`src/rtl/bpt_pkg.sv`:
```
package bpt_pkg;
    typedef enum logic [1:0] {
        CLR_GR = 2'b00,
        CLR_R  = 2'b01,
        CLR_B  = 2'b10,
        CLR_GB = 2'b11
    } bayer_clr_e;
endpackage

```
`src/rtl/bpt_cfg_shadow.sv`:
```
module bpt_cfg_shadow #(
    parameter int COL_W   = 12,
    parameter int ROW_W   = 12,
    parameter int DEF_PPL = 640,
    parameter int DEF_LPF = 480
) (
    input  logic             clk,
    input  logic             rst_n,
    input  logic             frame_start,
    input  logic [COL_W-1:0] in_ppl,
    input  logic [ROW_W-1:0] in_lpf,
    input  logic             in_sp,
    input  logic             in_sl,
    input  logic             in_sum,
    output logic [COL_W-1:0] sh_ppl,
    output logic [ROW_W-1:0] sh_lpf,
    output logic             sh_sp,
    output logic             sh_sl,
    output logic             sh_sum,
    output logic [COL_W-1:0] act_ppl,
    output logic [ROW_W-1:0] act_lpf,
    output logic             act_sp,
    output logic             act_sl
);
    typedef struct packed {
        logic [COL_W-1:0] ppl;
        logic [ROW_W-1:0] lpf;
        logic             sp;
        logic             sl;
        logic             sum;
    } shadow_t;

    shadow_t st_d, st_q;

    always_comb begin
        st_d = st_q;
        if (frame_start) begin
            st_d.ppl = in_ppl;
            st_d.lpf = in_lpf;
            st_d.sp  = in_sp;
            st_d.sl  = in_sl;
            st_d.sum = in_sum;
        end
    end

    always_ff @(posedge clk or negedge rst_n) begin
        if (!rst_n) begin
            st_q.ppl <= COL_W'(DEF_PPL);
            st_q.lpf <= ROW_W'(DEF_LPF);
            st_q.sp  <= 1'b0;
            st_q.sl  <= 1'b0;
            st_q.sum <= 1'b0;
        end else begin
            st_q <= st_d;
        end
    end

    assign sh_ppl  = st_q.ppl;
    assign sh_lpf  = st_q.lpf;
    assign sh_sp   = st_q.sp;
    assign sh_sl   = st_q.sl;
    assign sh_sum  = st_q.sum;
    // the cycle carrying frame_start already runs on the new settings
    assign act_ppl = frame_start ? in_ppl : st_q.ppl;
    assign act_lpf = frame_start ? in_lpf : st_q.lpf;
    assign act_sp  = frame_start ? in_sp  : st_q.sp;
    assign act_sl  = frame_start ? in_sl  : st_q.sl;
endmodule

```
`src/rtl/bpt_raster_cnt.sv`:
```
module bpt_raster_cnt #(
    parameter int COL_W = 12,
    parameter int ROW_W = 12
) (
    input  logic             clk,
    input  logic             rst_n,
    input  logic             frame_start,
    input  logic             pix_valid,
    input  logic [COL_W-1:0] ppl,
    input  logic [ROW_W-1:0] lpf,
    output logic [COL_W-1:0] pos_col,
    output logic [ROW_W-1:0] pos_row,
    output logic             last_col,
    output logic             last_row
);
    typedef struct packed {
        logic [COL_W-1:0] col;
        logic [ROW_W-1:0] row;
    } pos_t;

    pos_t cnt_d, cnt_q;

    assign pos_col  = frame_start ? '0 : cnt_q.col;
    assign pos_row  = frame_start ? '0 : cnt_q.row;
    assign last_col = (pos_col == ppl - COL_W'(1));
    assign last_row = (pos_row == lpf - ROW_W'(1));

    always_comb begin
        cnt_d.col = pos_col;
        cnt_d.row = pos_row;
        if (pix_valid) begin
            if (last_col) begin
                cnt_d.col = '0;
                cnt_d.row = last_row ? '0 : pos_row + ROW_W'(1);
            end else begin
                cnt_d.col = pos_col + COL_W'(1);
            end
        end
    end

    always_ff @(posedge clk or negedge rst_n) begin
        if (!rst_n) cnt_q <= '0;
        else        cnt_q <= cnt_d;
    end
endmodule

```
`src/rtl/bpt_color_map.sv`:
```
module bpt_color_map (
    input  logic       col_lsb,
    input  logic       row_lsb,
    input  logic       start_pix,
    input  logic       start_line,
    output logic [1:0] color
);
    import bpt_pkg::*;
    bayer_clr_e clr;

    always_comb begin
        unique case ({row_lsb ^ start_line, col_lsb ^ start_pix})
            2'b00:   clr = CLR_GR;
            2'b01:   clr = CLR_R;
            2'b10:   clr = CLR_B;
            default: clr = CLR_GB;
        endcase
    end

    assign color = clr;
endmodule

```
`src/rtl/bayer_pos_tagger.sv`:
```
module bayer_pos_tagger #(
    parameter int COL_W       = 12,
    parameter int ROW_W       = 12,
    parameter int DEF_PPL     = 640,
    parameter int DEF_LPF     = 480,
    parameter int SUM_CELLS   = 864,
    parameter int SUM_ELEMS   = 4,
    parameter int SUM_PER_CLK = 2,
    parameter int TAIL_LINES  = 3
) (
    input  logic             clk,
    input  logic             rst_n,
    input  logic [COL_W-1:0] cfg_ppl,
    input  logic [ROW_W-1:0] cfg_lpf,
    input  logic             cfg_start_pix,
    input  logic             cfg_start_line,
    input  logic             cfg_summary_en,
    input  logic             frame_start,
    input  logic             pix_valid,
    output logic             out_valid,
    output logic [COL_W-1:0] col,
    output logic [ROW_W-1:0] row,
    output logic [1:0]       color,
    output logic             eol,
    output logic             eof,
    output logic             tail_win,
    output logic             cfg_err
);
    localparam int SUM_CLKS = SUM_CELLS * SUM_ELEMS / SUM_PER_CLK;
    localparam int MIN_PPL  = (SUM_CLKS + TAIL_LINES - 1) / TAIL_LINES;

    logic [COL_W-1:0] sh_ppl, act_ppl, pos_col;
    logic [ROW_W-1:0] sh_lpf, act_lpf, pos_row;
    logic             sh_sp, sh_sl, sh_sum, act_sp, act_sl;
    logic             last_col, last_row;
    logic [1:0]       clr_w;
    logic             tail_w;

    bpt_cfg_shadow #(.COL_W(COL_W), .ROW_W(ROW_W), .DEF_PPL(DEF_PPL), .DEF_LPF(DEF_LPF)) u_shadow (
        .clk(clk), .rst_n(rst_n), .frame_start(frame_start),
        .in_ppl(cfg_ppl), .in_lpf(cfg_lpf), .in_sp(cfg_start_pix),
        .in_sl(cfg_start_line), .in_sum(cfg_summary_en),
        .sh_ppl(sh_ppl), .sh_lpf(sh_lpf), .sh_sp(sh_sp), .sh_sl(sh_sl), .sh_sum(sh_sum),
        .act_ppl(act_ppl), .act_lpf(act_lpf), .act_sp(act_sp), .act_sl(act_sl)
    );

    bpt_raster_cnt #(.COL_W(COL_W), .ROW_W(ROW_W)) u_cnt (
        .clk(clk), .rst_n(rst_n), .frame_start(frame_start), .pix_valid(pix_valid),
        .ppl(act_ppl), .lpf(act_lpf), .pos_col(pos_col), .pos_row(pos_row),
        .last_col(last_col), .last_row(last_row)
    );

    bpt_color_map u_map (
        .col_lsb(pos_col[0]), .row_lsb(pos_row[0]),
        .start_pix(act_sp), .start_line(act_sl), .color(clr_w)
    );

    // widened compare avoids underflow of lpf-3 on short frames
    assign tail_w = ({1'b0, pos_row} + (ROW_W+1)'(TAIL_LINES)) >= {1'b0, act_lpf};

    typedef struct packed {
        logic             vld;
        logic [COL_W-1:0] col;
        logic [ROW_W-1:0] row;
        logic [1:0]       clr;
        logic             eol;
        logic             eof;
        logic             tail;
        logic             err;
    } tag_t;

    tag_t tag_d, tag_q;

    always_comb begin
        tag_d     = tag_q;
        tag_d.vld = pix_valid;
        tag_d.eol = 1'b0;
        tag_d.eof = 1'b0;
        if (pix_valid) begin
            tag_d.col  = pos_col;
            tag_d.row  = pos_row;
            tag_d.clr  = clr_w;
            tag_d.eol  = last_col;
            tag_d.eof  = last_col && last_row;
            tag_d.tail = tail_w;
        end
        if (frame_start)
            tag_d.err = cfg_summary_en && ({1'b0, cfg_ppl} < (COL_W+1)'(MIN_PPL));
    end

    always_ff @(posedge clk or negedge rst_n) begin
        if (!rst_n) tag_q <= '0;
        else        tag_q <= tag_d;
    end

    assign out_valid = tag_q.vld;
    assign col       = tag_q.col;
    assign row       = tag_q.row;
    assign color     = tag_q.clr;
    assign eol       = tag_q.eol;
    assign eof       = tag_q.eof;
    assign tail_win  = tag_q.tail;
    assign cfg_err   = tag_q.err;
endmodule

```
`config.mk`:
```
export PLATFORM = sky130hd
export DESIGN_NAME = bayer_pos_tagger
export DESIGN_NICKNAME = d
export VERILOG_FILES = /design/src/rtl/bpt_pkg.sv /design/src/rtl/bpt_cfg_shadow.sv /design/src/rtl/bpt_raster_cnt.sv /design/src/rtl/bpt_color_map.sv /design/src/rtl/bayer_pos_tagger.sv
export SDC_FILE = /design/constraint.sdc
export NUM_CORES = 1
export LEC_CHECK = 0
export ABC_AREA = 0
export BUFFER_PORTS_ARGS = -buffer_cell sky130_fd_sc_hd__buf_2
export CAP_MARGIN = 25
export CORE_ASPECT_RATIO = 1.4
export CORE_MARGIN = 2
export CORE_UTILIZATION = 45
export CTS_CLUSTER_SIZE = 16
export DETAILED_ROUTE_END_ITERATION = 16
export GPL_TIMING_DRIVEN = 0
export HOLD_SLACK_MARGIN = 0.08
export PLACE_DENSITY = 0.71
export SYNTH_ARGS = -nofsm -noshare
export SYNTH_HDL_FRONTEND = slang
export SYNTH_SLANG_ARGS = --single-unit
```
`constraint.sdc`:
```
create_clock -name clk -period 3.9 [get_ports clk]
set_input_delay 0.585 -clock clk [delete_from_list [all_inputs] [get_ports clk]]
set_output_delay 0.585 -clock clk [all_outputs]
set_load 0.01 [all_outputs]
```
[Word-level counts from Yosys, hierarchy flattened]
Cells that the tools add are included.
Widths: inputs -> output; s select.
Operators by class
  $add $sub $neg: 5
  $lt $le $gt $ge: 2
  equality and inequality tests: 4
  muxes and demuxes: 12
  bitwise gates (word level): 2
  reductions and logical operators: 3
Operators with widths (number)
  $mux 12: 7
  $add 12x1->12 const B: 2
  $eq 12x12->1: 2
  $mux 24: 1
  $sub 12x1->12 const B: 2
  $add 12x2->13 const B: 1
  $ge 13x12->1: 1
  $lt 12x10->1 const B: 1
  $pmux 2 s3: 1
  $mux 3: 1
  $eq 2x1->1 const B: 1
  $eq 2x2->1 const B: 1
  $logic_and 1x1->1: 2
  $logic_not 2->1: 1
  $mux 1: 2
  $xor 1x1->1: 2
Word-level totals
  register bits after elaboration: 81
  input port bits: 31
  output and inout port bits: 31
  logic and storage cells: 42

[Longest topological paths before layout]
  depth in word-level cells: 6
  depth in mapped cells: 18
  gate-level depth less buffers: 11

[Hierarchy]
From an unflattened synthesis, not the netlist that was laid out.
Unflattened totals
  cells, all modules: 496
  area total of the unflattened synthesis: 5118.7 um^2
Modules (own cells, without submodules)
  bpt_raster_cnt: instances 1, cells each 298, area an instance 2342.2 um^2, seq. area each 600.6 um^2
  bayer_pos_tagger: instances 1, cells each 139, area an instance 1645.3 um^2, seq. area each 775.7 um^2
  bpt_cfg_shadow: instances 1, cells each 57, area an instance 1113.6 um^2, seq. area each 683.2 um^2
  bpt_color_map: instances 1, cells each 2, area an instance 17.5 um^2, seq. area each 0.0 um^2

[Least setup slack after synthesis]
No wires, ideal clock.
  path type: input to register
  start point: in frame_start
  end point: reg u_cnt.cnt_q[9] (netlist name)
  setup time: 0.142 ns
  arrival time: 4.296 ns
  data required time: 3.758 ns
  path slack: -0.539 ns
  stages: 18
  buffers on the path: 8
  path through: buf_6 buf_2 buf_2 buf_2 buf_2 clkbuf_1 clkbuf_1 mux2i_1 ha_1 nor4b_1 a31o_2 nand3_1 a2111oi_2 nor4b_2 nand3_1 buf_2 a22oi_1 o41ai_2
RTL lines
  from (decl): line bayer_pos_tagger.sv:18  | input logic frame_start,
  to (signal assigned): line bpt_raster_cnt.sv:43  | else cnt_q <= cnt_d;
  to (decl): line bpt_raster_cnt.sv:21  | pos_t cnt_d, cnt_q;

==> impl_metrics.ini <==
[logic_synthesis]
synth_area_sq_um = 5206
synth_top_cell_by_area = dfrtp_1
yosysWarnings = 0
synthFlopType = dfrtp_1
netlist_instances = 548
ys_top_cells_by_count = dfrtp_1, o21ai_0, inv_1, nor2_1, xnor2_1
async_reset_ff_share_pct = 100.0
synthDistinctLibCells = 59
synth_top_area_share_pct = 36.05
synth_most_common_cell = dfrtp_1
avgSynthCellArea_sq_um = 9.500
synthTopCellsByArea = dfrtp_1, mux2_2, xnor2_1, ha_1, o21ai_0
synth_nets = 596
synth-seq-area-share_pct = 39.08
synth-edff-count = 0
ys_ff_latch = 81

[critical_path]
startpoint_type = input pin
cp_common_cell = buf_6
crit_type = in -> reg
r2r_slack_ps = 790
reg2reg_depth = 12
crit_buf_inv = 5
end_kind = flop
crit_chain = buf_6 -> buf_6 -> buf_12 -> buf_6 -> clkbuf_8 -> mux2i_2 -> ha_2 -> nor4b_4 -> a31o_2 -> nand3_1 -> a2111oi_4 -> or3b_4 -> nor3_4 -> nand2_4 -> o31ai_1
critical_path.top_delay_family = simple AND/OR/NAND/NOR gates
critical_path_required_ps = 4150
cp_num_cells = 15
crit_arrival_ps = 3890
crit_path_max_fanout = 19
slowest_delay_ps = 460
slowest_stage = or3b_4

[route]
drt-pass1-iter-count = 5
routedWlPerCell_um = 18.51
drt_iter0_markers = 295
wirelength_um = 14290
viasPerCell = 5.794
remaining_drc_errors = 0
via_count = 4473
postRouteAntennaNets = 0

[floorplan]
fp.dieArea_sq_um = 12460
coreArea_sq_um = 11280
die_w_um = 94.91
initial_utilization_pct = 46.15
rows = 46
die-height_um = 131.3
ios = 62

[place]
gp_congestion = 0.9106
numPortBuffers = 60
dp_hpwl_um = 10890
placed_area_sq_um = 5752

[clock_network]
cts_root_buf = clkbuf_16
cts_tree = done
clk_latency_ps = 350
clock-sinks = 81
clk_path_buf_depth = 2
htree_levels = 3
clkTransAtPathRegs_ps = 60
numCtsBuffers = 9

[sta]
hold_viol_final = 0
post-route-min-period_ps = 3644
period_share_pct = 93.44
fmax_ghz = 0.2744
skew_ps = 9.579
final_max_slew_viol_count = 0
rsz0062_at_grt = false
tns_ps = 0
hold_slack_ps = 226.5
slew_headroom_pct = 50.62
worstMarginPinSlew_ps = 734.0
finalSetupViolations = 0

[cells_and_area]
drive_above_1_share_pct = 24.52
area_growth_syn_to_layout_pct = 19.23
n_antenna_cell = 0
fin_area_sq_um = 6207
nNetsFinal = 671
finalCoreUtilization_pct = 55.02

[power_and_ir_drop]
irDropWorstVdd_uv = 198.7
powerDensity_nw_per_um2 = 344.7
p_leak_nw = 2.839
power.total_mw = 2.139

[grt]
overflow = 0
grt_max_degree = 43
grt_pass1_vias = 4643
antenna_found_initial = 0
grt_first_pass_wirelength_um = 23450
track_usage_pct = 24.32

[run_status]
status = complete, no violations

[worst_hold_path]
hp-class = in -> async

[flow_run]
drv_cap = 0
==> metal layers <==
layer | vias to the layer above | GRT usage, % | part of all wire, %
met4 | 0 | 11.84 | 4.2
met5 | - | 0 | 0
li1 | 2090 | - | -
met1 | 2198 | 28.12 | 38
met2 | 145 | 42.47 | 53
met3 | 40 | 4.071 | 4.5
==> timing repair <==
action / in CTS / in global routing
endpoints found under the setup margin: 27 / 20
pin swaps: 4 / 1
hold endpoints to repair: 0 / 0
gates resized for setup: 13 / 11
gates cloned: 0 / 0
setup buffers: 4 / 1
hold buffers: 0 / 0
==> kinds of logic after synthesis <==
kind of cell	Yosys count	synth area share [%]
flip-flops	81	39.08
XOR/XNOR	48	8.075
AO/OA/AOI/OAI	106	13.51
adder cells (fa/ha/maj)	17	4.085
AND/OR/NAND/NOR	190	20.57
buffers and inverters	60	4.927
multiplexers	46	9.757
==> final timing paths <==
kind,startpoint,end
min in group clk,pix_valid,out_valid
max,frame_start,u_cnt.cnt_q[6]
min reg2reg,color[1],color[1]
min,rst_n,row[0]
max reg2reg,u_cnt.cnt_q[2],tail_win
max in group asynchronous,rst_n,u_shadow.sh_ppl[7]
==> placed cells by master, fill, tap and decap left out, types with 6 or more instances in the layout <==
master,n
ha_1,15
nand2_1,30
clkbuf_16,9
o21ai_0,40
and2_1,6
o31ai_1,6
a21oi_1,15
nand3_1,17
a22oi_1,11
dfrtp_1,75
nand2b_1,22
mux2_2,28
inv_1,36
buf_6,6
nor2_1,36
nor3_1,18
nor2b_1,16
buf_2,64
buf_4,6
xor2_1,17
a21o_1,6
clkbuf_1,6
dfstp_2,6
xnor2_1,31
mux2i_1,15
and3_1,8
==> per-stage QoR <==
| stage | instances | setup slack [ps] |
|---|---|---|
| after global routing | 772 | 110.6 |
| after floorplan | 548 | 15.98 |
| after CTS | 772 | 66.93 |
| final | 772 | 255.7 |
| after global placement | 752 | -932.3 |
| after detailed placement | 753 | -982.1 |
==> layout make-up <==
cell class / count / area (sq um)
plain buffers: 22 / 161.4
clock buffers: 9 / 225.2
clock inverters: 7 / 83.83
fillers: 1057 / 5074
inverters: 36 / 135.1
multi-input cells: 407 / 3027
flip-flops and latches: 81 / 2034
well taps: 144 / 180.2
repair buffers: 66 / 360.3
==> sequential cells by signal, summed over array words and instances (netlist names) <==
register / count
u_shadow.sh_sp: 1
u_shadow.sh_ppl: 12
col: 12
u_shadow.sh_sl: 1
tail_win: 1
u_cnt.cnt_q: 24
u_shadow.sh_lpf: 12
cfg_err: 1
eof: 1
color: 2
out_valid: 1
row: 12
eol: 1
==> where the power goes <==
group	switching [mW]	internal, mW
Clock	0.382	0.510
Combinational	0.188	0.142
Sequential	0.0366	0.881
Power figures use the tool's default switching activity.
